==> src/rtl/wst_pkg.sv <==
package wst_pkg;

    localparam int unsigned CNT_W     = 8;
    localparam int unsigned SEL_W     = 3;
    localparam int unsigned NUM_TAPS  = 1 << SEL_W;
    localparam int unsigned MAX_SHIFT = 12;
    localparam int unsigned PRE_W     = MAX_SHIFT;

    localparam logic ADDR_COUNT = 1'b0;
    localparam logic ADDR_CTRL  = 1'b1;

    typedef enum logic [1:0] {
        ST_RUN    = 2'd0,
        ST_SETTLE = 2'd1,
        ST_HOLD   = 2'd2
    } wst_state_e;

    typedef struct packed {
        logic             ovf;
        logic             wdog;
        logic             en;
        logic [1:0]       rsvd;
        logic [SEL_W-1:0] sel;
    } wst_ctrl_t;

    function automatic int unsigned tap_shift(input int unsigned code);
        case (code)
            0:       return 0;
            1:       return 2;
            2:       return 4;
            3:       return 5;
            4:       return 6;
            5:       return 8;
            6:       return 10;
            default: return MAX_SHIFT;
        endcase
    endfunction

endpackage

==> src/rtl/wst_prescaler.sv <==
module wst_prescaler
    import wst_pkg::*;
(
    input  logic             clk,
    input  logic             rst,
    input  logic [SEL_W-1:0] sel,
    output logic             tick
);
    localparam logic [PRE_W-1:0] PRE_ONE = {{(PRE_W-1){1'b0}}, 1'b1};

    logic [PRE_W-1:0]    pre_q;
    logic [NUM_TAPS-1:0] taps;

    always_ff @(posedge clk) begin
        if (rst) pre_q <= '0;
        else     pre_q <= pre_q + PRE_ONE;
    end

    for (genvar i = 0; i < NUM_TAPS; i++) begin : g_tap
        localparam int unsigned SH = tap_shift(i);
        if (SH == 0) begin : g_every
            assign taps[i] = 1'b1;
        end else begin : g_div
            assign taps[i] = &pre_q[SH-1:0];
        end
    end

    assign tick = taps[sel];
endmodule

==> src/rtl/wst_regs.sv <==
module wst_regs
    import wst_pkg::*;
(
    input  logic             clk,
    input  logic             rst,
    input  logic             bus_sel,
    input  logic             bus_wr,
    input  logic             bus_addr,
    input  logic [7:0]       bus_wdata,
    output logic [7:0]       bus_rdata,
    input  logic [CNT_W-1:0] cnt_val,
    input  logic             ovf_evt,
    output logic             cnt_wr,
    output logic             ctrl_en,
    output logic             ctrl_wdog,
    output logic [SEL_W-1:0] ctrl_sel,
    output logic             ovf_flag
);
    wst_ctrl_t ctrl_q;
    logic      ctrl_wr;
    logic      wdata_unused;

    assign cnt_wr       = bus_sel && bus_wr && (bus_addr == ADDR_COUNT);
    assign ctrl_wr      = bus_sel && bus_wr && (bus_addr == ADDR_CTRL);
    assign wdata_unused = ^bus_wdata[4:3];

    always_ff @(posedge clk) begin
        if (rst) begin
            ctrl_q <= '0;
        end else begin
            if (ctrl_wr) begin
                ctrl_q.wdog <= bus_wdata[6];
                ctrl_q.en   <= bus_wdata[5];
                ctrl_q.sel  <= bus_wdata[SEL_W-1:0];
                ctrl_q.ovf  <= ovf_evt || (ctrl_q.ovf && bus_wdata[7]);
            end else begin
                ctrl_q.ovf  <= ctrl_q.ovf || ovf_evt;
            end
            ctrl_q.rsvd <= '0;
        end
    end

    assign ctrl_en   = ctrl_q.en;
    assign ctrl_wdog = ctrl_q.wdog;
    assign ctrl_sel  = ctrl_q.sel;
    assign ovf_flag  = ctrl_q.ovf;

    always_comb begin
        if (bus_addr == ADDR_COUNT) bus_rdata = cnt_val;
        else                        bus_rdata = ctrl_q;
    end
endmodule

==> src/rtl/wst_core.sv <==
module wst_core
    import wst_pkg::*;
(
    input  logic             clk,
    input  logic             rst,
    input  logic             tick,
    input  logic             en,
    input  logic             wdog_mode,
    input  logic             cnt_wr,
    input  logic [CNT_W-1:0] cnt_wdata,
    input  logic             arm_req,
    output logic [CNT_W-1:0] cnt_q,
    output logic             stall,
    output logic             ovf_evt,
    output logic             rst_pulse,
    output logic             irq_pulse
);
    localparam logic [CNT_W-1:0] CNT_MAX = '1;
    localparam logic [CNT_W-1:0] CNT_ONE = {{(CNT_W-1){1'b0}}, 1'b1};

    wst_state_e       st_q, st_d;
    logic [CNT_W-1:0] cnt_d;
    logic             arm, run_step, settle_step, settle_done;

    always_comb begin
        arm         = arm_req && (st_q != ST_SETTLE);
        settle_step = (st_q == ST_SETTLE) && tick && !cnt_wr;
        run_step    = (st_q == ST_RUN) && !arm && en && tick && !cnt_wr;
        settle_done = settle_step && (cnt_q == CNT_MAX);
        ovf_evt     = run_step && (cnt_q == CNT_MAX);

        cnt_d = cnt_q;
        if (cnt_wr)                       cnt_d = cnt_wdata;
        else if (settle_step || run_step) cnt_d = cnt_q + CNT_ONE;

        st_d = st_q;
        if (arm)                               st_d = ST_SETTLE;
        else if (settle_done)                  st_d = ST_HOLD;
        else if ((st_q == ST_HOLD) && cnt_wr)  st_d = ST_RUN;
    end

    always_ff @(posedge clk) begin
        if (rst) begin
            st_q      <= ST_RUN;
            cnt_q     <= '0;
            rst_pulse <= 1'b0;
            irq_pulse <= 1'b0;
        end else begin
            st_q      <= st_d;
            cnt_q     <= cnt_d;
            rst_pulse <= ovf_evt && wdog_mode;
            irq_pulse <= ovf_evt && !wdog_mode;
        end
    end

    assign stall = (st_q == ST_SETTLE);
endmodule

==> src/rtl/wdog_settle_timer.sv <==
module wdog_settle_timer
    import wst_pkg::*;
(
    input  logic       clk,
    input  logic       rst,
    input  logic       bus_sel,
    input  logic       bus_wr,
    input  logic       bus_addr,
    input  logic [7:0] bus_wdata,
    output logic [7:0] bus_rdata,
    input  logic       freq_wr,
    input  logic       freq_mult_chg,
    output logic       cpu_stall,
    output logic       rst_req,
    output logic       irq
);
    logic             tick;
    logic             cnt_wr;
    logic             ctrl_en;
    logic             ctrl_wdog;
    logic [SEL_W-1:0] ctrl_sel;
    logic             ovf_flag;
    logic             ovf_evt;
    logic [CNT_W-1:0] cnt_q;

    wst_prescaler u_pre (
        .clk  (clk),
        .rst  (rst),
        .sel  (ctrl_sel),
        .tick (tick)
    );

    wst_regs u_regs (
        .clk       (clk),
        .rst       (rst),
        .bus_sel   (bus_sel),
        .bus_wr    (bus_wr),
        .bus_addr  (bus_addr),
        .bus_wdata (bus_wdata),
        .bus_rdata (bus_rdata),
        .cnt_val   (cnt_q),
        .ovf_evt   (ovf_evt),
        .cnt_wr    (cnt_wr),
        .ctrl_en   (ctrl_en),
        .ctrl_wdog (ctrl_wdog),
        .ctrl_sel  (ctrl_sel),
        .ovf_flag  (ovf_flag)
    );

    wst_core u_core (
        .clk       (clk),
        .rst       (rst),
        .tick      (tick),
        .en        (ctrl_en),
        .wdog_mode (ctrl_wdog),
        .cnt_wr    (cnt_wr),
        .cnt_wdata (bus_wdata[CNT_W-1:0]),
        .arm_req   (freq_wr && freq_mult_chg),
        .cnt_q     (cnt_q),
        .stall     (cpu_stall),
        .ovf_evt   (ovf_evt),
        .rst_pulse (rst_req),
        .irq_pulse (irq)
    );
endmodule

==> config.mk <==
export PLATFORM = sky130hd
export DESIGN_NAME = wdog_settle_timer
export DESIGN_NICKNAME = d
export VERILOG_FILES = /design/src/rtl/wst_pkg.sv /design/src/rtl/wst_prescaler.sv /design/src/rtl/wst_regs.sv /design/src/rtl/wst_core.sv /design/src/rtl/wdog_settle_timer.sv
export SDC_FILE = /design/constraint.sdc
export NUM_CORES = 1
export LEC_CHECK = 0
export ABC_AREA = 1
export ABC_CLOCK_PERIOD_IN_PS = 2200
export BUFFER_PORTS_ARGS = -buffer_cell sky130_fd_sc_hd__buf_2
export CAP_MARGIN = 25
export CORE_MARGIN = 2
export CORE_UTILIZATION = 55
export CTS_CLUSTER_DIAMETER = 150
export DETAILED_ROUTE_END_ITERATION = 10
export HOLD_SLACK_MARGIN = 0.05
export PLACE_DENSITY = 0.78
export SYNTH_ARGS = -nofsm -noshare
export SYNTH_HDL_FRONTEND = slang
export SYNTH_SLANG_ARGS = --single-unit
==> constraint.sdc <==
create_clock -name clk -period 2.2 [get_ports clk]
set_clock_uncertainty 0.15 [all_clocks]
set_input_delay 0.44 -clock clk [delete_from_list [all_inputs] [get_ports clk]]
set_output_delay 0.44 -clock clk [all_outputs]
set_load 0.1 [all_outputs]
==> qor.txt, run 1 <==
Crit path cell chain - ha_1, nand2_2, nor2_4, ha_1, a21oi_1, o21ai_0, nand3_2, nand2_4, nand2_4, nand3_4, nand2_1, clkinv_1, nor2_1
Total setup buffers inserted after CTS - 0
Net Sw Power - 0.451 mW
DRC violations left - 0
Largest net degree at the start of global routing - 22
Vias in the first global route - 1,436
Required @ worst endpoint - 2.33 ns
Fin. max-slew vios - 0
Fin nets - 292
Flop pwr share - 43.8%
Crit Path Max Fanout - 9
Post-CTS Resized - 0
Routed wire length per instance - 11.9 um
MaxCap Viol Count - 0
Clk buf depth - 2
Status - finished, final reports clean
PD cells - 686 nW/um^2
Critical Path AT - 2.14 ns
Leak pwr - 0.917 nW
Ys flop type - dfxtp_1
Top-count cell post-synth - nand2_1
Pre-antenna DRT Iters - 4
Cells after synthesis - 245
Hold Path Stages - 2
Logic pwr share - 25.8%
Die Y-Extent - 58.5 um
Slew HR - 64.8%
Worst-Skew Late Latency - 0.34 ns
Pint - 0.904 mW
Starting density of the core - 58.7%
Startpoint Class - register
Worst-Margin Slew - 0.527 ns
CTS tree - done
Worst VDD drop - 0.000628 V
# clock sinks - 30
PortBufs - 25
Final setup vio count - 0
Via count - 1,597
Total Die Area - 3420 um^2
Post-Layout Cell Count - 306
Final min period - 2.00 ns
Worst Hold Class - in -> reg
Syn_area_per_cell - 6.66 um^2
Ys async rst share - 0%
Largest stage delay, worst path - 0.34 ns
Ant diodes - 0
Top cell type's share of synthesized area - 36.8%
Post-synth top cells - nand2_1 (54), nor2_1 (35), inv_1 (33)
H-tree Lvls - 2
Worst path depth - 13
Endpoint class of the critical path - register
CTS hold repair buffers - 0
Ports - 26
DRT iter0 DRCs - 87
Fin. Hold Viols - 0
Syn nets - 263
Slowest-stage cell, CP - dfxtp_1
Reg2Reg Depth - 13
Post-DR vias/cell - 5.22
DP Cell Count - 298
Worst-path clk slew - 0.10 ns
F_max - 0.499 GHz
Cell area after synthesis - 1630 um^2
Root buf cell - clkbuf_4
Dominant cells by area after synthesis - dfxtp_1 (37%), nand2_1 (12%), nor2_1 (8.1%)
Horiz. Die Dim - 58.5 um
Antenna violations before repair - 0
Crit path kind - reg -> reg
Clock power frac - 30.4%
GR Overflow Total - 0
Area Growth Syn to Fin - 21.1%
CORE AREA - 2780 um^2
Final ANT Viol Nets - 0
Distinct cells, synth - 25
First-pass GRT wire length - 6330 um
Final HPWL DP - 2720 um
Final period util - 91.1%
Switching portion of total power - 33.3%
Crit-path leading delay family - simple AND/OR/NAND/NOR gates
Rows - 19
Buf/Inv on CP - 1
GRT Total Usage - 24.6%
RSZ-0062 raised after global routing - false
Number of enable flip-flop cells after synthesis - 0
Post-synthesis sequential area ratio - 36.8%
FF+latch count, synth - 30
GPL Wtd Cong - 0.897
Num CTS Buffers - 5
Routed WL - 3630 um
Setup TNS Final - 0 ns
Layout filler cell count - 243
Synth warn - 0
Cell taking the most area after synthesis - dfxtp_1
Ratio of cells with drive above 1 in the final layout - 18.5%
[area by class of cell]
cell class                      count  area [um^2]  area share [%]
Clock buffer                        8         78.8            3.99
Timing Repair Buffer               28          238            12.0
Multi-Input combinational cell    172          881            44.6
Sequential cell                    30          601            30.4
Tap cell                           31         38.8            1.96
Inverter                           37          139            7.03
[power groups by stage]
stage / clock (mW) / combinational (mW) / sequential [mW]
floorplan: 0 / 0.252 / 0.600
global placement: 0 / 0.346 / 0.605
detailed placement: 0 / 0.347 / 0.606
CTS: 0.414 / 0.350 / 0.593
global route: 0.436 / 0.383 / 0.597
finish: 0.412 / 0.349 / 0.594
[metrics by stage]
step                setup slack (ns)  util, %  area (um^2)  power [mW]  hold WS [ns]
floorplan                     -0.389        -         1650       0.852         0.263
global placement               0.274     68.2         1900       0.951         0.281
detailed placement             0.202     68.2         1900       0.953         0.278
CTS                            0.191     71.0         1980        1.36         0.198
global route                  0.0489     71.0         1980        1.42         0.211
finish                         0.196     71.0         1980        1.35         0.205
[state kept, by name (all words and copies together), names as in the netlist, 2 cells and up]
signal,cells
u_core.cnt_q,8
u_core.st_q,2
u_pre.pre_q,12
u_regs.ctrl_sel,3
[worst reg2reg max path: stages, from the launching register on]
cell and delay (ns):
dfxtp_1 0.34, ha_1 0.24, nand2_2 0.11, nor2_4 0.05, ha_1 0.17, a21oi_1 0.12
o21ai_0 0.11, nand3_2 0.10, nand2_4 0.08, nand2_4 0.13, nand3_4 0.13, nand2_1 0.09
clkinv_1 0.05, nor2_1 0.09
[layer usage]
metal / global-route usage (%) / vias to the layer above / routed length [um]
li1: - / 848 / -
met1: 32.0 / 693 / 1690
met2: 39.2 / 48 / 1660
met3: 3.96 / 8 / 209
met4: 12.6 / 0 / 77
met5: 0 / - / 0
[placed cells by master (no fill, tap or decap), drive strengths merged]
| master | n |
|---|---|
| and3 | 1 |
| o21a | 1 |
| clkbuf | 8 |
| nor3 | 2 |
| buf | 28 |
| dfxtp | 30 |
| nand3 | 13 |
| nand4 | 11 |
| o21ai | 24 |
| xor2 | 2 |
| a21oi | 14 |
| mux2i | 1 |
| nor2 | 38 |
| nand2 | 59 |
| o211ai | 2 |
| clkinv | 4 |
| o21bai | 1 |
| inv | 33 |
| ha | 3 |
[worst paths after layout]
| kind | slack, ns | startpoint | end |
|---|---|---|---|
| worst max-delay path | 0.20 | u_pre.pre_q[0] | u_core.cnt_q[6] |
| worst min-delay path | 0.20 | rst | u_pre.pre_q[4] |
| worst max register to register | 0.20 | u_pre.pre_q[0] | u_core.cnt_q[6] |
| worst min register to register | 0.30 | u_regs.ctrl_wdog | u_core.irq_pulse |
[logic make-up (layout without fill, tap and decap cells)]
group,Yosys count,after routing,synth area share (%)
AO/OA/AOI/OAI,42,42,13.7
XOR/XNOR,2,2,1.07
adder cells (fa/ha/maj),3,3,2.30
buffers and inverters,43,73,10.1
flip-flops,30,30,36.8
multiplexers,1,1,0.614
AND/OR/NAND/NOR,124,124,35.4
Power figures use the tool's default switching activity.
==> inputs of run 2 (changes only) <==
GPL_TIMING_DRIVEN = 0   (was unset)
==> run 2 against run 1 <==
Register-to-register slack better by 0.02 ns; power is 9.6% lower; routed wire length is 2.3% higher; via count is 2.8% higher; sequential power hardly changed; critical endpoint is now cpu_stall; first-iteration DRC count is 17% higher; largest power group unchanged; die area stayed put; combinational power is 5% lower; clock-buffer cell count is 1 lower; largest cell class unchanged; non-clock buffer count is 4 higher.
==> qor.txt, run 2 (same netlist as run 1, synthesis figures left out) <==
Fin nets - 296
Final HPWL DP - 2760 um
Hold Path Stages - 2
DRT iter0 DRCs - 102
First-pass GRT wire length - 6330 um
Reg2Reg Launch Point - u_pre.pre_q[0]
Worst VDD drop - 0.000540 V
Rows - 19
MaxCap Viol Count - 0
Crit Reg-Reg Endpoint - u_core.cnt_q[2]
R2R setup slack - 0.22 ns
Most Crowded Layer GR - met2
Leak pwr - 0.881 nW
Ant diodes - 0
Setup TNS Final - 0 ns
F_max - 0.496 GHz
Crit path cell chain - nand2_1, inv_1, buf_2
Horiz. Die Dim - 58.5 um
CTS hold repair buffers - 0
Status - finished, final reports clean
Layout filler cell count - 263
Hold_sp - rst
Required @ worst endpoint - 1.61 ns
Most frequent cells in the layout - nand2_1 (54), nor2_1 (35), inv_1 (33)
Worst-path clk slew - 0.09 ns
Fin. Hold Viols - 0
Hold path endpoint - u_pre.pre_q[4]
Total power - 1.22 mW
Routed wire length per instance - 12.0 um
PortBufs - 25
Area of the multi-input gates - 911 um^2
Worst-Skew Late Latency - 0.33 ns
Ratio of cells with drive above 1 in the final layout - 18.3%
Final ANT Viol Nets - 0
Total Die Area - 3420 um^2
Crit path kind - reg -> out
Fin. max-slew vios - 0
Critical Path AT - 1.43 ns
Reg2Reg Depth - 13
GR Util met2 - 38.0%
Via count - 1,641
# clock sinks - 30
Pre-antenna DRT Iters - 6
Clk buf depth - 2
Final min period - 2.02 ns
Die Y-Extent - 58.5 um
CORE AREA - 2780 um^2
H-tree Lvls - 2
Largest net degree at the start of global routing - 11
Post-DP Area - 1810 um^2
Vias in the first global route - 1,489
RSZ-0062 raised after global routing - false
Starting density of the core - 58.7%
Largest reg by FF count - u_pre.pre_q
Root buf cell - clkbuf_4
Met1 usage - 32.1%
Area Growth Syn to Fin - 17.0%
GRT Total Usage - 24.4%
Fin area - 1910 um^2
Endpoint class of the critical path - primary output
Largest stage delay, worst path - 0.47 ns
PD cells - 641 nW/um^2
Met3 GRT Util - 7.69%
Most common cell after layout, fill and taps aside - nand2_1
Worst Hold Class - in -> reg
Worst-Margin Slew - 0.485 ns
Num CTS Buffers - 5
Final period util - 91.6%
Crit Path Max Fanout - 4
Ports - 26
Startpoint Class - register
FF/Latch Area - 601 um^2
Post-DR vias/cell - 5.31
Antenna violations before repair - 0
DRC violations left - 0
CTS tree - done
Slowest-stage cell, CP - buf_2
Max reg flops - 12
Slew HR - 67.9%
GPL Wtd Cong - 0.906
Final setup vio count - 0
GR Overflow Total - 0
Routed WL - 3720 um
[run 2: cell types whose count changed in the layout (fill, tap and decap cells not counted), sizes merged]
| cell | before | now |
|---|---|---|
| clkbuf | 8 | 10 |
| buf | 28 | 29 |
[run 2: metal layers]
layer,vias up,share of wire [%]
met1,732,47
met3,6,7.0
met5,-,0
met4,0,1.3
li1,848,-
met2,55,44
[run 2: area by class of cell]
cell class / instances / share of cell area (%)
buffer: 6 / 1.44
clock buffer: 7 / 2.36
inverter: 37 / 7.27
multi-input combinational: 172 / 47.7
sequential: 30 / 31.5
tap: 31 / 2.03
timing repair buffer: 26 / 7.73
[run 2: how the worst max path moves through the flow]
| stage | start | to | slack, ns | cells after the start |
|---|---|---|---|---|
| 2_1_floorplan | bus_addr | bus_rdata[5] | -0.39 | 2 |
| 3_3_place_gp | bus_addr | bus_rdata[5] | -0.07 | 5 |
| 4_1_cts | bus_addr | bus_rdata[5] | 0.05 | 5 |
| 3_5_place_dp | bus_addr | bus_rdata[5] | -0.08 | 5 |
| 6_report | u_core.st_q[0] | cpu_stall | 0.18 | 3 |
| 5_1_grt | u_pre.pre_q[1] | u_core.cnt_q[2] | 0.03 | 13 |
[run 2: report_power, final]
part           internal, mW  switching, mW  leakage (nW)  total, mW
Combinational        0.0961          0.236         0.611      0.332
Clock                 0.120          0.178        0.0254      0.298
Sequential            0.571         0.0237         0.245      0.595
Total                 0.788          0.437         0.881       1.22
[run 2: metrics by stage]
step	worst slack [ns]	instances	util, %	hold slack [ns]
CTS	0.0527	308	67.3	0.203
finish	0.185	309	68.6	0.209
floorplan	-0.389	245	-	0.263
global placement	-0.0662	301	65.1	0.280
detailed placement	-0.0750	301	65.1	0.290
global route	0.0326	309	68.6	0.208
[run 2: critical path, delay by kind of cell, from the launching register on]
kind | cells | cell delay, ns
buf+inv | 2 | 0.65
simple gates | 1 | 0.08
flops | 1 | 0.37
[run 2: timing repair]
action	in CTS	in global routing
pin swaps	0	2
resized for setup	6	6
gates cloned	0	0
endpoints found under the setup margin	6	11
setup buffers	0	1
==> inputs of run 3 (changes only) <==
CELL_PAD_IN_SITES_DETAIL_PLACEMENT = 1   (was unset)
CELL_PAD_IN_SITES_GLOBAL_PLACEMENT = 2   (was unset)
CORE_UTILIZATION = 30   (was 55)
PLACE_DENSITY = unset   (was 0.78)
PLACE_DENSITY_LB_ADDON = 0.1   (was unset)
==> run 3 against run 2 <==
Sequential power hardly changed; critical path depth is 2 higher; die area is 77% higher; fmax is 6.1% lower; clock-buffer cell count is 2 lower; setup slack worse by 0.13 ns.
==> qor.txt, run 3 (same netlist as run 1, synthesis figures left out) <==
Total Die Area - 6040 um^2
Required @ worst endpoint - 1.61 ns
Final setup vio count - 0
Worst-Margin Slew - 0.487 ns
First-pass GRT wire length - 7830 um
Die Y-Extent - 77.7 um
Routed WL - 4600 um
Via count - 1,627
Startpoint Class - primary input
Hold_sp - rst
Antenna violations before repair - 0
Largest net degree at the start of global routing - 11
Worst hold slack - 0.263 ns
Fin. Hold Viols - 0
Ant diodes - 0
Status - finished, final reports clean
Horiz. Die Dim - 77.7 um
Worst Hold Class - in -> reg
Place WS - -0.161 ns
Leak pwr - 0.907 nW
CORE AREA - 5170 um^2
Fin. max-slew vios - 0
PD cells - 736 nW/um^2
Crit path kind - in -> out
Worst-Skew Late Latency - 0.29 ns
F_max - 0.466 GHz
RSZ-0062 raised after global routing - false
Critical Path AT - 1.56 ns
Total setup buffers inserted after CTS - 0
Worst-path clk slew - 0.07 ns
Most frequent cells in the layout - nand2_1 (54), nor2_1 (35), inv_1 (33)
Fin nets - 295
Area Growth Syn to Fin - 23.4%
Final worst slack - 0.0533 ns
GR Overflow Total - 0
Largest reg by FF count - u_pre.pre_q
Root buf cell - clkbuf_8
Crit path from - bus_addr
Endpoint class of the critical path - primary output
DRC violations left - 0
Clk buf depth - 2
GPL Wtd Cong - 0.739
Crit Path Max Fanout - 10
GRT Total Usage - 16.8%
Setup TNS Final - 0 ns
Final min period - 2.15 ns
Crit Reg-Reg Endpoint - u_core.cnt_q[7]
Most common cell after layout, fill and taps aside - nand2_1
Pre-antenna DRT Iters - 2
Worst VDD drop - 0.000319 V
Routed wire length per instance - 13.2 um
R2R setup slack - 0.22 ns
CP endpoint - bus_rdata[7]
DRT iter0 DRCs - 57
Final period util - 97.6%
# clock sinks - 30
PortBufs - 25
Vias in the first global route - 1,662
Ratio of cells with drive above 1 in the final layout - 19.4%
Max reg flops - 12
Slew HR - 67.8%
Reg2Reg Depth - 13
Post-DR vias/cell - 4.68
CTS tree - done
Num CTS Buffers - 5
Final ANT Viol Nets - 0
Reg2Reg Launch Point - u_pre.pre_q[0]
Rows - 26
Starting density of the core - 31.5%
Ports - 26
Final HPWL DP - 3520 um
MaxCap Viol Count - 0
H-tree Lvls - 2
-- run 3: layout make-up --
cell class	count	area [um^2]
buffer	6	27.5
clock buffer	5	68.8
clock inverter	3	40.0
fill	681	3160
inverter	37	139
multi-input combinational	172	911
sequential	30	602
tap	70	87.6
timing repair buffer	25	138
-- run 3: metal layers --
layer | track usage (%) | vias up | part of all wire, %
met2 | 24.6 | 24 | 41
met3 | 3.72 | 8 | 3.3
met5 | 0 | - | 0
met1 | 23.4 | 744 | 54
li1 | - | 851 | -
met4 | 7.32 | 0 | 1.7
-- run 3: where the power goes --
group | switching (mW) | leakage (nW) | internal [mW]
Sequential | 0.0247 | 0.245 | 0.572
Clock | 0.219 | 0.0579 | 0.333
Combinational | 0.241 | 0.604 | 0.0920
Total | 0.484 | 0.907 | 0.997
-- run 3: worst min-delay path by stage --
stage                                  end  slack, ns  cells past startpoint
after global routing        u_pre.pre_q[0]       0.28                      2
final                       u_pre.pre_q[0]       0.26                      2
after detailed placement  u_core.irq_pulse       0.29                      1
after CTS                   u_pre.pre_q[0]       0.28                      2
after floorplan           u_core.irq_pulse       0.26                      1
after global placement      u_pre.pre_q[0]       0.28                      1
-- run 3: metrics by stage --
step | area [um^2] | utilization [%] | instances | total power [mW]
3_3_place_gp | 1860 | 35.9 | 340 | 0.929
3_5_place_dp | 1860 | 35.9 | 340 | 0.931
6_report | 2010 | 38.9 | 348 | 1.48
4_1_cts | 1970 | 38.1 | 348 | 1.49
5_1_grt | 2010 | 38.9 | 348 | 1.57
2_1_floorplan | 1650 | - | 245 | 0.852
-- run 3: worst max-delay path: stages --
cell      delay (ns)
buf_2           0.23
clkbuf_2        0.30
nand2_1         0.10
o21ai_2         0.06
buf_2           0.43
-- run 3: timing repair --
item                       4_1_cts  5_1_grt
pin swaps                        0        2
setup endpoints to repair        6       13
hold buffers                     0        0
resized for setup                1       10
